## config.mk

```make
export PLATFORM = sky130hd
export DESIGN_NAME = strobe_serial_bridge
export DESIGN_NICKNAME = d
export VERILOG_FILES = /design/src/rtl/bridge_pkg.sv /design/src/rtl/bridge_sync_edge.sv /design/src/rtl/bridge_shift_seq.sv /design/src/rtl/bridge_busy.sv /design/src/rtl/strobe_serial_bridge.sv
export SDC_FILE = /design/constraint.sdc
export NUM_CORES = 1
export LEC_CHECK = 0
export BUFFER_PORTS_ARGS = -buffer_cell sky130_fd_sc_hd__buf_2
export CAP_MARGIN = 25
export CORE_UTILIZATION = 50
export CTS_CLUSTER_SIZE = 30
export DETAILED_ROUTE_END_ITERATION = 12
export PLACE_DENSITY = 0.83
export RECOVER_POWER = 50
export REMOVE_ABC_BUFFERS = 1
export SYNTH_ARGS = -nofsm -noshare
export SYNTH_HDL_FRONTEND = slang
export SYNTH_HIERARCHICAL = 1
export SYNTH_SLANG_ARGS = --single-unit
```

## constraint.sdc

```tcl
create_clock -name clk -period 1.7 [get_ports clk]
set_clock_uncertainty 0.1 [all_clocks]
set_input_delay 0 -clock clk [delete_from_list [all_inputs] [get_ports clk]]
set_output_delay 0 -clock clk [all_outputs]
set_load 0.02 [all_outputs]
```

## src/rtl/bridge_pkg.sv

```systemverilog
package bridge_pkg;

    typedef enum logic [2:0] {
        SEQ_IDLE,
        SEQ_WAIT_REL,
        SEQ_ACK,
        SEQ_BIT_LO,
        SEQ_BIT_HI
    } seq_state_e;

    typedef struct packed {
        logic level;
        logic rise;
        logic fall;
    } edge_flags_t;

endpackage

```

## src/rtl/bridge_sync_edge.sv

```systemverilog
module bridge_sync_edge
    import bridge_pkg::*;
#(
    parameter int  STAGES  = 2,
    parameter logic RST_VAL = 1'b0
) (
    input  logic        clk,
    input  logic        rst_n,
    input  logic        async_i,
    output edge_flags_t flags_o
);

    localparam int CHAIN_W = STAGES + 1;

    typedef struct packed {
        logic [CHAIN_W-1:0] chain;
    } sync_t;

    sync_t r_q, r_d;

    always_comb begin
        r_d       = r_q;
        r_d.chain = {r_q.chain[CHAIN_W-2:0], async_i};
    end

    always_ff @(posedge clk or negedge rst_n) begin
        if (!rst_n) begin
            r_q.chain <= {CHAIN_W{RST_VAL}};
        end else begin
            r_q <= r_d;
        end
    end

    always_comb begin
        flags_o.level = r_q.chain[STAGES-1];
        flags_o.rise  = r_q.chain[STAGES-1] & ~r_q.chain[STAGES];
        flags_o.fall  = ~r_q.chain[STAGES-1] & r_q.chain[STAGES];
    end

endmodule

```

## src/rtl/bridge_shift_seq.sv

```systemverilog
module bridge_shift_seq
    import bridge_pkg::*;
#(
    parameter int ACK_W = 4,
    parameter int PH_W  = 3,
    parameter int BITS  = 8
) (
    input  logic        clk,
    input  logic        rst_n,
    input  edge_flags_t strobe_i,
    input  logic        sr_q_i,
    output logic        ack_n_o,
    output logic        bsync_o,
    output logic        sdata_o,
    output logic        sclk_o,
    output logic        done_o
);

    localparam int MAX_W = (ACK_W > PH_W) ? ACK_W : PH_W;
    localparam int CNT_W = $clog2(MAX_W + 1);
    localparam int BIT_W = (BITS > 1) ? $clog2(BITS) : 1;
    localparam logic [CNT_W-1:0] ACK_LOAD = CNT_W'(ACK_W - 1);
    localparam logic [CNT_W-1:0] PH_LOAD  = CNT_W'(PH_W - 1);
    localparam logic [BIT_W-1:0] LAST_BIT = BIT_W'(BITS - 1);

    typedef struct packed {
        seq_state_e       state;
        logic [CNT_W-1:0] cnt;
        logic [BIT_W-1:0] bitn;
        logic             ack_n;
        logic             bsync;
        logic             sdata;
        logic             sclk;
        logic             done;
    } seq_t;

    seq_t r_q, r_d;

    logic cnt_zero;
    assign cnt_zero = (r_q.cnt == '0);

    always_comb begin
        r_d      = r_q;
        r_d.done = 1'b0;
        unique case (r_q.state)
            SEQ_IDLE: begin
                if (strobe_i.fall) begin
                    r_d.state = SEQ_WAIT_REL;
                end
            end
            SEQ_WAIT_REL: begin
                if (strobe_i.level) begin
                    r_d.state = SEQ_ACK;
                    r_d.ack_n = 1'b0;
                    r_d.cnt   = ACK_LOAD;
                end
            end
            SEQ_ACK: begin
                if (cnt_zero) begin
                    r_d.state = SEQ_BIT_LO;
                    r_d.ack_n = 1'b1;
                    r_d.bsync = 1'b1;
                    r_d.sdata = sr_q_i;
                    r_d.bitn  = '0;
                    r_d.cnt   = PH_LOAD;
                end else begin
                    r_d.cnt = r_q.cnt - 1'b1;
                end
            end
            SEQ_BIT_LO: begin
                if (cnt_zero) begin
                    r_d.state = SEQ_BIT_HI;
                    r_d.sclk  = 1'b1;
                    r_d.cnt   = PH_LOAD;
                end else begin
                    r_d.cnt = r_q.cnt - 1'b1;
                end
            end
            SEQ_BIT_HI: begin
                if (cnt_zero) begin
                    r_d.sclk = 1'b0;
                    if (r_q.bitn == LAST_BIT) begin
                        r_d.state = SEQ_IDLE;
                        r_d.bsync = 1'b0;
                        r_d.done  = 1'b1;
                    end else begin
                        r_d.state = SEQ_BIT_LO;
                        r_d.bitn  = r_q.bitn + 1'b1;
                        r_d.sdata = sr_q_i;
                        r_d.cnt   = PH_LOAD;
                    end
                end else begin
                    r_d.cnt = r_q.cnt - 1'b1;
                end
            end
            default: begin
                r_d.state = SEQ_IDLE;
            end
        endcase
    end

    always_ff @(posedge clk or negedge rst_n) begin
        if (!rst_n) begin
            r_q.state <= SEQ_IDLE;
            r_q.cnt   <= '0;
            r_q.bitn  <= '0;
            r_q.ack_n <= 1'b1;
            r_q.bsync <= 1'b0;
            r_q.sdata <= 1'b0;
            r_q.sclk  <= 1'b0;
            r_q.done  <= 1'b0;
        end else begin
            r_q <= r_d;
        end
    end

    assign ack_n_o = r_q.ack_n;
    assign bsync_o = r_q.bsync;
    assign sdata_o = r_q.sdata;
    assign sclk_o  = r_q.sclk;
    assign done_o  = r_q.done;

endmodule

```

## src/rtl/bridge_busy.sv

```systemverilog
module bridge_busy
    import bridge_pkg::*;
(
    input  logic        clk,
    input  logic        rst_n,
    input  edge_flags_t dreq_i,
    input  logic        done_i,
    output logic        busy_o
);

    typedef struct packed {
        logic busy;
    } busy_t;

    busy_t r_q, r_d;

    always_comb begin
        r_d = r_q;
        if (dreq_i.rise && dreq_i.level) begin
            r_d.busy = 1'b0;
        end else if (done_i && !dreq_i.level) begin
            r_d.busy = 1'b1;
        end
    end

    always_ff @(posedge clk or negedge rst_n) begin
        if (!rst_n) begin
            r_q.busy <= 1'b1;
        end else begin
            r_q <= r_d;
        end
    end

    assign busy_o = r_q.busy;

endmodule

```

## src/rtl/strobe_serial_bridge.sv

```systemverilog
module strobe_serial_bridge
    import bridge_pkg::*;
#(
    parameter int SYNC_STAGES = 2,
    parameter int ACK_W       = 4,
    parameter int PH_W        = 3,
    parameter int BITS        = 8
) (
    input  logic clk,
    input  logic rst_n,
    input  logic strobe_n_i,
    input  logic dreq_i,
    input  logic sr_q_i,
    output logic ack_n_o,
    output logic busy_o,
    output logic bsync_o,
    output logic sdata_o,
    output logic sr_clk_o,
    output logic dclk_o
);

    edge_flags_t strobe_flags;
    edge_flags_t dreq_flags;
    logic        shift_clk;
    logic        byte_done;

    bridge_sync_edge #(
        .STAGES  (SYNC_STAGES),
        .RST_VAL (1'b1)
    ) u_strobe_sync (
        .clk     (clk),
        .rst_n   (rst_n),
        .async_i (strobe_n_i),
        .flags_o (strobe_flags)
    );

    bridge_sync_edge #(
        .STAGES  (SYNC_STAGES),
        .RST_VAL (1'b0)
    ) u_dreq_sync (
        .clk     (clk),
        .rst_n   (rst_n),
        .async_i (dreq_i),
        .flags_o (dreq_flags)
    );

    bridge_shift_seq #(
        .ACK_W (ACK_W),
        .PH_W  (PH_W),
        .BITS  (BITS)
    ) u_seq (
        .clk      (clk),
        .rst_n    (rst_n),
        .strobe_i (strobe_flags),
        .sr_q_i   (sr_q_i),
        .ack_n_o  (ack_n_o),
        .bsync_o  (bsync_o),
        .sdata_o  (sdata_o),
        .sclk_o   (shift_clk),
        .done_o   (byte_done)
    );

    bridge_busy u_busy (
        .clk    (clk),
        .rst_n  (rst_n),
        .dreq_i (dreq_flags),
        .done_i (byte_done),
        .busy_o (busy_o)
    );

    assign sr_clk_o = shift_clk;
    assign dclk_o   = shift_clk;

endmodule

```

==> results by group <==
Timing
  – Post-layout worst setup margin: -0.0145 ns
  – Final Slew Violations: 0
  – Hold slack final: 0.240 ns
  – Period utilisation layout: 1.01
  – Fin. Hold Viols: 0
  – Setup TNS: -0.0188 ns
  – Setup-failing EPs final: 2
  – Worst Tran Pin Value: 1.10 ns
  – Max Freq: 0.583 GHz
  – Relative slew slack: 0.263
  – Fin crit period: 1.71 ns

CTS
  – H-tree levels: 1
  – Root buffer cell: clkbuf_4
  – TritonCTS clock tree: built
  – Reg clk slew, reported paths: 0.13 ns
  – CTS Sinks: 21
  – Total CTS buffers: 3
  – Clock Path Buffers: 2
  – Worst-skew pair later-pin latency: 0.30 ns

Critical path
  – Crit-path max FO: 3
  – Critical Path End Type: flop
  – Worst Path Arrival: 1.82 ns
  – Crit path kind: reg2reg
  – Setup crit start kind: flop
  – Required @ worst endpoint: 1.80 ns

Power and ir drop
  – Total chip power: 0.00166 W
  – Maximum vdd ir drop: just over 700 µV
  – Cell area power density: 1350 nW/µm²
  – P_leak: 0.569 nW

Place
  – Pre-CTS setup slack: -0.100 ns
  – PortBufs: 10
  – Post-DP HPWL: 1420 µm
  – Final GP Congestion: ~0.8

Global route
  – Initial antenna violation count: 0
  – First-pass GRT wire length: 3420 µm
  – Total gr overflow: 0
  – Largest net degree at the start of global routing: 22
  – Vias in the first global route: 765
  – Total Routing Usage GR: 0.229

Outcome
  – Status: finished, violations left
  – Violated checks: setup timing

Cells and area
  – Ant diodes: 0
  – Util after Layout: 0.682
  – Nets: 123
  – Layout cells sized above 1: 0.389
  – Area delta synth->final: 21.4%
  – FF/Latch Area: ~530 µm²
  – Fill cell instance count of the final layout: ~130
  – Area occupied by multi-input gates: 452 µm²

Route
  – Initial DRC count: 35
  – Drt pass-1 iters: 4
  – Vias per cell: 5.53
  – Drc violations: 0
  – Final wirelength: about 2200 µm
  – WL/cell: about 16 µm
  – Post-route ant nets: 0
  – Total number of vias: 763

Run
  – Max cap viols: 0

Floorplanning
  – Die area: 2210 µm²
  – Boundary pin count: 11
  – FP Rows: 15
  – DIE WIDTH: approximately 47 µm
  – Initial Util: 0.562
  – Core Footprint: about 1800 µm²
  – Die Height: 47.0 µm

Synth
  – Yosys warning total: 6
  – Synth Cell Area: 1010 µm²
  – Gate Count Post-Synth: 90
  – Synthesized area per cell: 11.2 µm²

Hold path
  – Worst hold path type: in2reg
-- report_power, final --
group	switching (W)	internal (W)
combinational	0.000354	0.000320
clock	0.000157	0.0000876
sequential	0.000134	0.000609
-- routing by layer --
metal / global-route usage / up-vias / wire [µm]
met5: 0 / - / 0
met1: 0.275 / 372 / 924
li1: - / 361 / -
met4: 0.103 / 0 / 46
met2: 0.403 / 24 / 1110
met3: 0.0346 / 6 / 89
-- registers in the layout, indices dropped and copies added (netlist names) --
| signal | flops |
|---|---|
| u_busy/busy_o | 1 |
| u_dreq_sync/r_q | 3 |
| u_seq/ack_n_o | 1 |
| u_seq/bsync_o | 1 |
| u_seq/done_o | 1 |
| u_seq/r_q | 9 |
| u_seq/sclk_o | 1 |
| u_seq/sdata_o | 1 |
| u_strobe_sync/r_q | 3 |
-- path summary, 6_finish.rpt --
| kind | cells after the start | from | to | slack [ns] |
|---|---|---|---|---|
| min reg2reg | 0 | u_strobe_sync/r_q[0] | u_strobe_sync/r_q[1] | 0.26 |
| max in group asynchronous | 2 | rst_n | u_seq/r_q[12] | 0.46 |
| max reg2reg | 6 | u_seq/r_q[5] | u_seq/r_q[7] | -0.01 |
| min | 2 | dreq_i | u_dreq_sync/r_q[0] | 0.24 |
| max | 6 | u_seq/r_q[5] | u_seq/r_q[7] | -0.01 |
| min in group asynchronous | 2 | rst_n | u_seq/done_o | 0.32 |
-- what timing repair did --
action	in CTS	in global routing
resized for setup	1	7
endpoints found under the setup margin	4	7
gates cloned	0	0
buffers inserted	0	3
hold endpoints to repair	24	0
hold buffers	4	0
pin swaps	0	3
-- placed cells by master (no fill, tap or decap), types with 2 or more instances in the layout --
master	n
ha_1	2
buf_4	11
dlygate4sd3_1	4
inv_1	4
a21o_1	2
a22o_1	2
nand3_1	2
nand2_1	5
clkbuf_1	2
clkbuf_4	3
a21oi_1	7
dfstp_2	5
o21ai_2	2
nand2b_1	2
buf_2	8
o21ai_1	6
o21ai_0	2
dfrtp_1	15
nor2_1	3
-- critical path: stages, from the launching register on --
cell and delay, ns:
dfrtp_1 0.41, ha_1 0.20, ha_2 0.20, nor3b_4 0.26, o21ai_2 0.10, buf_4 0.16
a22o_1 0.18
-- through the flow --
| step | area (µm²) | std cells |
|---|---|---|
| after detailed placement | 1110 | 127 |
| after global routing | 1230 | 138 |
| after CTS | 1180 | 135 |
| after floorplan | 966 | 84 |
| after global placement | 1110 | 127 |
| final | 1230 | 138 |
-- cell type report --
class                           count  area share
Sequential cell                    21       0.434
Multi-Input combinational cell     59       0.368
Tap cell                           25      0.0255
Clock buffer                        3      0.0183
Clock inverter                      1     0.00407
Inverter                            4      0.0122
Timing Repair Buffer               25       0.138
No activity file was read; power rests on OpenSTA's default activity.
